--- src/rtl/fxTxPkg.sv ---
package fxTxPkg;

  localparam int SYM_W = 5;
  localparam int NIB_W = 4;

  typedef enum logic [2:0] {
    ST_IDLE,
    ST_SEND_J,
    ST_SEND_K,
    ST_DATA,
    ST_SEND_T,
    ST_SEND_R
  } txState_e;

  // Strobes from control to datapath: which symbol to load at this edge.
  // All zero means load IDLE.
  typedef struct packed {
    logic selJ;
    logic selK;
    logic selData;
    logic selT;
    logic selR;
  } symStrb_t;

  localparam logic [SYM_W-1:0] CG_IDLE = 5'b11111;
  localparam logic [SYM_W-1:0] CG_J    = 5'b11000;
  localparam logic [SYM_W-1:0] CG_K    = 5'b10001;
  localparam logic [SYM_W-1:0] CG_T    = 5'b01101;
  localparam logic [SYM_W-1:0] CG_R    = 5'b00111;
  localparam logic [SYM_W-1:0] CG_H    = 5'b00100;

  function automatic logic [SYM_W-1:0] encNibble(input logic [NIB_W-1:0] nib);
    logic [SYM_W-1:0] cg;
    case (nib)
      4'h0: cg = 5'b11110;
      4'h1: cg = 5'b01001;
      4'h2: cg = 5'b10100;
      4'h3: cg = 5'b10101;
      4'h4: cg = 5'b01010;
      4'h5: cg = 5'b01011;
      4'h6: cg = 5'b01110;
      4'h7: cg = 5'b01111;
      4'h8: cg = 5'b10010;
      4'h9: cg = 5'b10011;
      4'hA: cg = 5'b10110;
      4'hB: cg = 5'b10111;
      4'hC: cg = 5'b11010;
      4'hD: cg = 5'b11011;
      4'hE: cg = 5'b11100;
      default: cg = 5'b11101;
    endcase
    return cg;
  endfunction

endpackage

--- src/rtl/fx_tx_ctrl.sv ---
module fx_tx_ctrl
  import fxTxPkg::*;
(
  input  logic     clk,
  input  logic     rstN,
  input  logic     txEn,
  output symStrb_t strb
);

  txState_e state;
  txState_e stateNext;

  always_comb begin
    strb      = '0;
    stateNext = state;
    unique case (state)
      ST_IDLE: begin
        if (txEn) begin
          strb.selJ = 1'b1;
          stateNext = ST_SEND_J;
        end
      end
      ST_SEND_J: begin
        strb.selK = 1'b1;
        stateNext = ST_SEND_K;
      end
      ST_SEND_K, ST_DATA: begin
        if (txEn) begin
          strb.selData = 1'b1;
          stateNext    = ST_DATA;
        end else begin
          strb.selT = 1'b1;
          stateNext = ST_SEND_T;
        end
      end
      ST_SEND_T: begin
        strb.selR = 1'b1;
        stateNext = ST_SEND_R;
      end
      ST_SEND_R: begin
        if (txEn) begin
          strb.selJ = 1'b1;
          stateNext = ST_SEND_J;
        end else begin
          stateNext = ST_IDLE;
        end
      end
      default: stateNext = ST_IDLE;
    endcase
  end

  always_ff @(posedge clk or negedge rstN) begin
    if (!rstN) state <= ST_IDLE;
    else       state <= stateNext;
  end


  j_then_k_chk: assert property (@(posedge clk) disable iff (!rstN)
    state == ST_SEND_J |=> state == ST_SEND_K);


  t_then_r_chk: assert property (@(posedge clk) disable iff (!rstN)
    state == ST_SEND_T |=> state == ST_SEND_R);


  idle_hold_chk: assert property (@(posedge clk) disable iff (!rstN)
    (state == ST_IDLE && !txEn) |=> state == ST_IDLE);


  restart_wait_chk: assert property (@(posedge clk) disable iff (!rstN)
    (state == ST_SEND_T && txEn) |=> state == ST_SEND_R);


  data_stay_chk: assert property (@(posedge clk) disable iff (!rstN)
    (state == ST_DATA && txEn) |=> state == ST_DATA);

endmodule

--- src/rtl/fx_tx_dpath.sv ---
module fx_tx_dpath
  import fxTxPkg::*;
(
  input  logic             clk,
  input  logic             rstN,
  input  symStrb_t         strb,
  input  logic [NIB_W-1:0] txData,
  input  logic             txErr,
  input  logic             fiberMode,
  output logic [SYM_W-1:0] codeGroup,
  output logic [SYM_W-1:0] lineBits
);

  logic [SYM_W-1:0] codeReg;
  logic [SYM_W-1:0] codeNext;
  logic [SYM_W-1:0] nrziReg;
  logic [SYM_W-1:0] nrziNext;

  always_comb begin
    if (strb.selJ)         codeNext = CG_J;
    else if (strb.selK)    codeNext = CG_K;
    else if (strb.selData) codeNext = txErr ? CG_H : encNibble(txData);
    else if (strb.selT)    codeNext = CG_T;
    else if (strb.selR)    codeNext = CG_R;
    else                   codeNext = CG_IDLE;
  end

  // NRZI: walk from MSB (first on line) to LSB, starting at last level sent.
  always_comb begin
    logic lvl;
    lvl = nrziReg[0];
    for (int i = SYM_W - 1; i >= 0; i--) begin
      lvl         = lvl ^ codeNext[i];
      nrziNext[i] = lvl;
    end
  end

  always_ff @(posedge clk or negedge rstN) begin
    if (!rstN) begin
      codeReg <= CG_IDLE;
      nrziReg <= '0;
    end else begin
      codeReg <= codeNext;
      nrziReg <= nrziNext;
    end
  end

  assign codeGroup = codeReg;
  assign lineBits  = fiberMode ? nrziReg : codeReg;


  err_sym_chk: assert property (@(posedge clk) disable iff (!rstN)
    (strb.selData && txErr) |=> codeGroup == CG_H);


  t_sym_chk: assert property (@(posedge clk) disable iff (!rstN)
    strb.selT |=> codeGroup == CG_T);


  k_sym_chk: assert property (@(posedge clk) disable iff (!rstN)
    strb.selK |=> codeGroup == CG_K);


  nrzi_first_chk: assert property (@(posedge clk) disable iff (!rstN)
    strb.selJ |=> nrziReg[SYM_W-1] == ($past(nrziReg[0]) ^ 1'b1));


  nrzi_last_chk: assert property (@(posedge clk) disable iff (!rstN)
    (codeGroup[0] == 1'b0) |-> nrziReg[0] == nrziReg[1]);

endmodule

--- src/rtl/fx_tx_framer.sv ---
module fx_tx_framer
  import fxTxPkg::*;
(
  input  logic       clk,
  input  logic       rstN,
  input  logic [3:0] txData,
  input  logic       txEn,
  input  logic       txErr,
  input  logic       fiberMode,
  output logic [4:0] codeGroup,
  output logic [4:0] lineBits
);

  symStrb_t strb;

  fx_tx_ctrl ctrl_i (
    .clk  (clk),
    .rstN (rstN),
    .txEn (txEn),
    .strb (strb)
  );

  fx_tx_dpath dpath_i (
    .clk       (clk),
    .rstN      (rstN),
    .strb      (strb),
    .txData    (txData),
    .txErr     (txErr),
    .fiberMode (fiberMode),
    .codeGroup (codeGroup),
    .lineBits  (lineBits)
  );


  j_k_ignore_err_chk: assert property (@(posedge clk) disable iff (!rstN)
    (strb.selJ || strb.selK) |=> (codeGroup == CG_J || codeGroup == CG_K));

endmodule

--- config.mk ---
export PLATFORM = sky130hd
export DESIGN_NAME = fx_tx_framer
export DESIGN_NICKNAME = d
export VERILOG_FILES = /design/src/rtl/fxTxPkg.sv /design/src/rtl/fx_tx_ctrl.sv /design/src/rtl/fx_tx_dpath.sv /design/src/rtl/fx_tx_framer.sv
export SDC_FILE = /design/constraint.sdc
export NUM_CORES = 1
export LEC_CHECK = 0
export BUFFER_PORTS_ARGS = -buffer_cell sky130_fd_sc_hd__buf_4
export CAP_MARGIN = 20
export CORE_MARGIN = 10
export CORE_UTILIZATION = 53
export DETAILED_ROUTE_END_ITERATION = 10
export GPL_ROUTABILITY_DRIVEN = 0
export GPL_TIMING_DRIVEN = 0
export PLACE_DENSITY = 0.77
export SETUP_SLACK_MARGIN = 0.4
export SKIP_CTS_REPAIR_TIMING = 1
export SLEW_MARGIN = 20
export SYNTH_ARGS = -nofsm -noshare
export SYNTH_HDL_FRONTEND = slang
export SYNTH_SLANG_ARGS = --single-unit
--- constraint.sdc ---
create_clock -name clk -period 3.06 [get_ports clk]
set_input_delay 0.612 -clock clk [delete_from_list [all_inputs] [get_ports clk]]
set_output_delay 0.612 -clock clk [all_outputs]
set_load 0.01 [all_outputs]
Yosys cells after proc, flatten, opt, wreduce, memory -nomap -nowiden
Memory sizes are Yosys's and may differ from the RTL's.
Index checks and enable logic that the tools add are counted.

word-level totals
  bits in read-only memories = 80
  memories = 1
  output and inout port bits = 10
  register bits = 13
  bits of input ports = 9
  word-level logic and storage cells = 35

memory list
  memory           depth  bits a word  rd ports  clocked after memory_dff  wr ports  line           text
  (no name shown)  16     5            1         0                         0         fxTxPkg.sv:34  case (nib)

operators by class
  bitwise gates (word level) = 5
  reduce and logical (&&, ||, !) cells = 3
  eq/ne operators = 6
  muxes and demuxes = 17

operator list
  kind                  count
  $mux W5               7
  $pmux W3 S5           1
  $eq A3 B2 Y1 const B  2
  $eq A3 B3 Y1 const B  2
  $mux W1               6
  $mux W3               2
  $xor A1 B1 Y1         5
  $reduce_or A2 Y1      2
  $eq A3 B1 Y1 const B  1
  $logic_not A3 Y1      1
  $mux W2               1
  $ne A2 B2 Y1 const B  1

Depth between registers and ports, before layout
Gate-level depths: netlist (run 1).

  depth in word-level cells = 12
  mapped depth = 7
  depth with buffers taken out = 6

Cells and area by module
From an unflattened synthesis (run 1), not the netlist that was laid out.

second synthesis, totals
  cell total of the unflattened synthesis = 65
  area, all modules = 713.2 um^2

modules (own cells, without submodules)
  module       seq. area each (um^2)  instances  cells each  area an instance (um^2)
  fx_tx_dpath  256.5                  1          48          543.0
  fx_tx_ctrl   75.1                   1          17          170.2

Worst setup path after synthesis (run 1)
OpenSTA, ideal clock, no wires.

  kind = input to register
  start = input txData[1]
  end = register dpath_i.nrziReg[0]
  arrival time = 1.734 ns
  path buffers = 0
  stages on the path = 6
  required time = 2.933 ns
  library setup time = 0.127 ns
  path slack = 1.199 ns
  cells stage by stage = and2b_1 > o21bai_1 > a2bb2oi_2 > xnor3_2 > xor2_2 > xnor2_1

on the way
  longest elaborated chain between the ends = 10

RTL lines
  what                          line               text
  from (decl)                   fx_tx_framer.sv:6  input logic [3:0] txData,
  $mem_v2 Z16 W5 *              --
  $mux W5 * (2 in a row)        fx_tx_dpath.sv:22  else if (strb.selData) codeNext = txErr ? CG_H : encNibble(txData);
  $mux W5 *                     fx_tx_dpath.sv:21  else if (strb.selK) codeNext = CG_K;
  $mux W5 *                     fx_tx_dpath.sv:20  if (strb.selJ) codeNext = CG_J;
  $xor A1 B1 Y1                 fx_tx_dpath.sv:33  lvl = lvl ^ codeNext[i];
  $xor A1 B1 Y1 *               fx_tx_dpath.sv:33
  net dpath_i.nrziNext[3]       fx_tx_dpath.sv:17  logic [SYM_W-1:0] nrziNext;
  $xor A1 B1 Y1 *               fx_tx_dpath.sv:33
  net dpath_i.nrziNext[2]       fx_tx_dpath.sv:17
  $xor A1 B1 Y1 * (2 in a row)  fx_tx_dpath.sv:33
  net dpath_i.nrziNext[0]       fx_tx_dpath.sv:17
  to (signal assigned)          fx_tx_dpath.sv:44  nrziReg <= nrziNext;
  to (decl)                     fx_tx_dpath.sv:16  logic [SYM_W-1:0] nrziReg;

Mark *: on every way through the listed nets, which the timed path passes. The rest lies on a longest branch.
A chain may end at the register's enable or synchronous reset.

Worst setup path after layout (run 1)
  start = register ctrl_i.state[1]
  end = register dpath_i.nrziReg[0]

on the way
  longest elaborated chain between the ends = 12
  elaborated cells between the ends (all ways) = 22
  classes of those cells = eq/ne (5); mux (9); bitwise (5); reduce/logical (3)

RTL lines
  what                                                 line                                 text
  from (decl)                                          fx_tx_ctrl.sv:10                     txState_e state;
  from (signal assigned)                               fx_tx_ctrl.sv:54                     else state <= stateNext;
  $eq A3 B3 Y1 / $eq A3 B2 Y1 (equally long branches)  fx_tx_ctrl.sv:16                     unique case (state)
  $mux W1 / $reduce_or A2 Y1 (equally long branches)   fx_tx_ctrl.sv:16
  $mux W5 / $mux W2 (equally long branches)            fx_tx_dpath.sv:24, fx_tx_ctrl.sv:16
  $mux W5                                              fx_tx_dpath.sv:23                    else if (strb.selT) codeNext = CG_T;
  $mux W5                                              fx_tx_dpath.sv:22
  $mux W5                                              fx_tx_dpath.sv:21
  $mux W5 *                                            fx_tx_dpath.sv:20
  $xor A1 B1 Y1                                        fx_tx_dpath.sv:33
  $xor A1 B1 Y1 *                                      fx_tx_dpath.sv:33
  net dpath_i.nrziNext[3]                              fx_tx_dpath.sv:17
  $xor A1 B1 Y1 *                                      fx_tx_dpath.sv:33
  net dpath_i.nrziNext[2]                              fx_tx_dpath.sv:17
  $xor A1 B1 Y1 * (2 in a row)                         fx_tx_dpath.sv:33
  net dpath_i.nrziNext[0]                              fx_tx_dpath.sv:17

Marked as above.

==> flow_metrics.tcl, run 1 <==
set metrics [dict create \
    grt_max_degree 14 \
    holdWs_ns 0.173 \
    worst-path-buf-inv 1 \
    hold_path_class "primary input to async pin" \
    synth_cells 61 \
    die_area_mm2 0.00321 \
    clkLatencyLatePin_ns 0.26 \
    synth_commonest_cells "dfrtp_1, dfstp_2, mux2_2, inv_1, nor2_1" \
    clockRootBuffer "clkbuf_4" \
    seqCellArea_um2 332 \
    critPathKind "flop to flop" \
    post-route-drc-count 0 \
    ir_drop_mv 0.547 \
    power_density_mw_per_mm2 1230 \
    fmax_mhz 524 \
    cts_buffers 3 \
    die_w_um 56.7 \
    antennaDiodeCount 0 \
    placed_area_um2 866 \
    drive_gt1_share_pct 48.2 \
    grt_pass1_wl_mm 2.41 \
    cp_slowest_stage_delay_ns 0.41 \
    vias 511 \
    cts_tree "built" \
    stdcell_area_um2 892 \
    synth_cell_types 30 \
    vias_per_cell 5.21 \
    met1_length_um 548 \
    die_h_um 56.7 \
    grt_pass1_vias 536 \
    rows 13 \
    min_period_over_period_pct 62.3 \
    nets 93 \
    synth-edff-count 0 \
    antenna_found_initial 0 \
    drtPass1Iterations 4 \
    ys_seq_elements 13 \
    yosysTopAreaCell "dfrtp_1" \
    maxSlewViolCount 0 \
    syn_nets 70 \
    ys_async_sr_fraction_pct 100 \
    cp-start-kind "flop" \
    cp-end-kind "flop" \
    cp.required_ns 3.21 \
    cts_sinks 13 \
    drt_iter0_drc 4 \
    ios 19 \
    wl_met2_um 669 \
    synth_warnings 0 \
    ys_seq_area_share_pct 46.6 \
    fillers 94 \
    crit_arrival_ns 2.05 \
    worst_clock_skew_ns 0.00104 \
    path_delay_family "XOR/XNOR gates" \
    drv_cap 0 \
    slowest_stage "xnor3_2" \
    wl_per_cell_um 13.9 \
    worst_pin_slew_ns 0.324 \
    synth_ff_type "dfrtp_1" \
    wl_mm 1.36 \
    ctsLongestPathBuffers 2 \
    ant_nets 0 \
    dp_hpwl_mm 1.15 \
    gr-total-overflow 0 \
    grt_use_total_pct 9.26 \
    synth_area_leaders "dfrtp_1, dfstp_2, mux2_2, xnor2_1, xnor3_2" \
    clk_pin_slew_ns 0.07 \
    synth_top_cell_area_share_pct 28.1 \
    wl_met3_um 118 \
    syn_avg_cell_area_um2 11.7 \
    synth.most_common_cell "dfrtp_1" \
    relSlewSlack_pct 78.4 \
    initial_core_util_pct 55.4 \
    worstPathMaxFanout 10 \
    rsz0062_at_grt "no" \
    htreeDepth 1 \
    setup_violations 0 \
    final_core_util_pct 69.4 \
    top_layer "met4" \
    core_area_mm2 0.00128 \
    multiInputGateArea_um2 354 \
    syn2layout_area_growth_pct 25.3 \
    path_cells "buf_6 > nor2b_4 > nor3b_4 > a2bb2oi_2 > xnor3_2 > xor2_2 > xnor2_1" \
    netlist_area_um2 712 \
    leakagePower_nw 0.411 \
    status "completed" \
    hold_viol 0 \
    finalSetupTns_ns 0 \
    layout_min_cycle_time_ns 1.91 \
    io_buffer_count 18 \
]
[logic make-up (layout without fill, tap and decap cells)]
| group | after synthesis | after routing | share of synthesized area [%] |
|---|---|---|---|
| AND/OR/NAND/NOR | 18 | 18 | 17.0 |
| flip-flops | 13 | 13 | 46.6 |
| AO/OA/AOI/OAI | 13 | 13 | 12.8 |
| XOR/XNOR | 6 | 6 | 10.5 |
| multiplexers | 6 | 6 | 9.31 |
| buffers and inverters | 5 | 27 | 3.69 |
[area by class of cell]
type,instances,area share (%)
multi-input cells,43,39.7
flip-flops and latches,13,37.2
repair buffers,18,15.1
clock buffers,4,2.95
well taps,15,2.10
inverters,4,1.68
plain buffers,1,1.26
[report_power, final]
part           internal (W)  switching [W]  leakage [nW]
registers          0.000295      0.0000537         0.149
clock network     0.0000503      0.0000488        0.0150
logic              0.000348       0.000301         0.248
total              0.000693       0.000403         0.411
[metal layers]
layer,vias up,global-route usage [%]
met4,0,6.19
met2,20,15.0
met3,2,3.82
met1,236,9.46
met5,-,0
li1,253,-
[sequential cells by signal, indices dropped and copies added, names as in the netlist]
| signal | cells |
|---|---|
| dpath_i.codeGroup | 5 |
| ctrl_i.state | 3 |
| dpath_i.nrziReg | 5 |
[through the flow]
| step | power (W) | cells | worst slack (ns) |
|---|---|---|---|
| after detailed placement | 0.00101 | 94 | 0.954 |
| final | 0.00110 | 98 | 1.15 |
| after global placement | 0.000987 | 94 | 0.954 |
| after CTS | 0.00111 | 98 | 1.13 |
| after global routing | 0.00119 | 98 | 1.00 |
| after floorplan | 0.000819 | 61 | 1.20 |
[layout by cell type (no fill, tap or decap), drive strengths merged]
| cell type | count |
|---|---|
| buf | 19 |
| dfrtp | 8 |
| nor2 | 6 |
| mux2 | 5 |
| dfstp | 5 |
| inv | 4 |
| clkbuf | 4 |
| nand2 | 3 |
| a21oi | 3 |
| xnor2 | 3 |
| nand3 | 2 |
| o21ai | 2 |
| a21o | 2 |
| o21bai | 2 |
| nand2b | 2 |
| xor2 | 2 |
| nor2b | 1 |
| nor3b | 1 |
| o22ai | 1 |
| nand3b | 1 |
| nor3 | 1 |
| and2b | 1 |
| a2bb2oi | 1 |
| a31oi | 1 |
| xnor3 | 1 |
| mux2i | 1 |
| a221oi | 1 |
[final timing paths]
| kind | cells after the start | start | endpoint | slack, ns |
|---|---|---|---|---|
| max | 7 | ctrl_i.state[1] | dpath_i.nrziReg[0] | 1.15 |
| min | 1 | rstN | ctrl_i.state[0] | 0.17 |
| max reg2reg | 7 | ctrl_i.state[1] | dpath_i.nrziReg[0] | 1.15 |
| min reg2reg | 1 | dpath_i.nrziReg[0] | dpath_i.nrziReg[4] | 0.50 |
| max in group asynchronous | 1 | rstN | dpath_i.codeGroup[2] | 2.66 |
| min in group clk | 1 | dpath_i.nrziReg[0] | dpath_i.nrziReg[4] | 0.50 |
(Power assumes the default switching activity.)
==> run 2, diff against run 1 <==
--- a/config.mk
+++ b/config.mk
@@ -8,11 +8,11 @@
 export BUFFER_PORTS_ARGS = -buffer_cell sky130_fd_sc_hd__buf_4
 export CAP_MARGIN = 20
 export CORE_MARGIN = 10
-export CORE_UTILIZATION = 53
+export CORE_UTILIZATION = 49
 export DETAILED_ROUTE_END_ITERATION = 10
 export GPL_ROUTABILITY_DRIVEN = 0
 export GPL_TIMING_DRIVEN = 0
-export PLACE_DENSITY = 0.77
+export PLACE_DENSITY = 0.72
 export SETUP_SLACK_MARGIN = 0.4
 export SKIP_CTS_REPAIR_TIMING = 1
 export SLEW_MARGIN = 20
==> constraint.sdc (replaced) <==
create_clock -name clk -period 2 [get_ports clk]
set_input_delay 0.4 -clock clk [delete_from_list [all_inputs] [get_ports clk]]
set_output_delay 0.4 -clock clk [all_outputs]
set_load 0.01 [all_outputs]
==> flow_metrics.tcl, run 2 (synthesis gave the netlist of run 1 again) <==
set metrics [dict create \
    grt_pass1_vias 543 \
    mostFrequentLayoutCells "buf_4, dfrtp_1, mux2_2, dfstp_2" \
    final_common_cell "buf_4" \
    vias 544 \
    worstPathMaxFanout 7 \
    ctsLongestPathBuffers 2 \
    leakagePower_nw 0.450 \
    maxSlewViolCount 0 \
    fmax_mhz 537 \
    slowest_stage "dfrtp_2" \
    crit_arrival_ns 2.02 \
    path_cells "nor2b_4 > nor3b_4 > a2bb2oi_4 > xnor3_2 > xor2_4 > xnor2_1" \
    die_area_mm2 0.00338 \
    hold_path_class "primary input to flop" \
    min_period_over_period_pct 93.0 \
    path_delay_family "XOR/XNOR gates" \
    critPathKind "flop to flop" \
    layout_min_cycle_time_ns 1.86 \
    hold_viol 0 \
    drtPass1Iterations 4 \
    cp_slowest_stage_delay_ns 0.46 \
    antenna_found_initial 0 \
    r2r_start "ctrl_i.state[2]" \
    dp_hpwl_mm 1.10 \
    io_buffer_count 18 \
    clockRootBuffer "clkbuf_4" \
    cts_sinks 13 \
    gr-total-overflow 0 \
    clk_pin_slew_ns 0.08 \
    relSlewSlack_pct 68.0 \
    ir_drop_mv 0.817 \
    rsz0062_at_grt "yes" \
    htreeDepth 1 \
    wl_per_cell_um 14.2 \
    drv_cap 0 \
    worst_pin_slew_ns 0.480 \
    grt_use_total_pct 9.20 \
    min_from "txEn" \
    cp-start-kind "flop" \
    regToRegSetupSlack_ns 0.14 \
    post-route-drc-count 0 \
    worst_clock_skew_ns 0.00482 \
    clkLatencyLatePin_ns 0.27 \
    instances_no_fill 104 \
    reg2reg_to "dpath_i.nrziReg[0]" \
    setup_violations 0 \
    syn2layout_area_growth_pct 38.5 \
    nets 99 \
    ant_nets 0 \
    die_h_um 58.1 \
    finalSetupTns_ns 0 \
    die_w_um 58.1 \
    cts_buffers 3 \
    wl_mm 1.48 \
    drive_gt1_share_pct 53.9 \
    antennaDiodeCount 0 \
    whs_endpoint "dpath_i.codeGroup[0]" \
    cp-end-kind "flop" \
    initial_core_util_pct 53.4 \
    drt_iter0_drc 4 \
    cts_tree "built" \
    vias_per_cell 5.23 \
    dp.cells 94 \
    rr_worst_depth 6 \
    ios 19 \
    hold_depth 2 \
    grt_max_degree 14 \
    worst-path-buf-inv 0 \
    cp.required_ns 2.16 \
    rows 13 \
    grt_pass1_wl_mm 2.42 \
    power_density_mw_per_mm2 1920 \
    core_area_mm2 0.00133 \
    status "completed" \
]
==> run 2: report_power, final <==
part / internal, W / total (W) / switching, W
clock network: 0.0000773 / 0.000158 / 0.0000811
logic: 0.000671 / 0.00120 / 0.000528
registers: 0.000453 / 0.000534 / 0.0000815
total: 0.00120 / 0.00189 / 0.000690
==> run 2: worst reg2reg max path, stage by stage, from the launching register on <==
cell       delay, ns
dfrtp_2         0.46
nor2b_4         0.18
nor3b_4         0.26
a2bb2oi_4       0.09
xnor3_2         0.42
xor2_4          0.19
xnor2_1         0.15
==> run 2: final cells by class <==
cell class / count / area [um2]
Tap cell: 15 / 18.8
Multi-Input combinational cell: 43 / 387
Fill cell: 101 / 348
Sequential cell: 13 / 333
Timing Repair Buffer: 24 / 195
Inverter: 4 / 15.0
Buffer: 1 / 11.3
Clock buffer: 4 / 26.3
==> run 2: worst max path at each step <==
stage / from / to / slack [ns] / cells past startpoint
floorplan: ctrl_i.state[1] / dpath_i.nrziReg[0] / 0.32 / 7
global placement: txData[3] / dpath_i.nrziReg[0] / 0.19 / 7
detailed placement: txData[3] / dpath_i.nrziReg[0] / 0.17 / 7
CTS: ctrl_i.state[1] / dpath_i.nrziReg[0] / 0.16 / 7
global route: ctrl_i.state[1] / dpath_i.nrziReg[1] / 0.07 / 7
finish: ctrl_i.state[2] / dpath_i.nrziReg[0] / 0.14 / 6
==> run 2: layer usage <==
layer,routed length (um),vias to the layer above,global-route usage [%]
met2,678,22,13.2
met4,74,0,9.06
met5,0,-,0
met1,617,248,10.8
li1,-,267,-
met3,108,7,2.18
==> run 2: through the flow <==
step / util [%] / area [um2] / hold WS, ns / total power [W] / worst slack, ns
2_1_floorplan: - / 719 / 0.104 / 0.00127 / 0.324
6_report: 73.9 / 986 / 0.329 / 0.00189 / 0.139
3_3_place_gp: 65.5 / 873 / 0.249 / 0.00153 / 0.190
5_1_grt: 73.9 / 986 / 0.335 / 0.00204 / 0.0699
4_1_cts: 67.4 / 900 / -0.0494 / 0.00172 / 0.163
3_5_place_dp: 65.5 / 873 / 0.253 / 0.00155 / 0.172
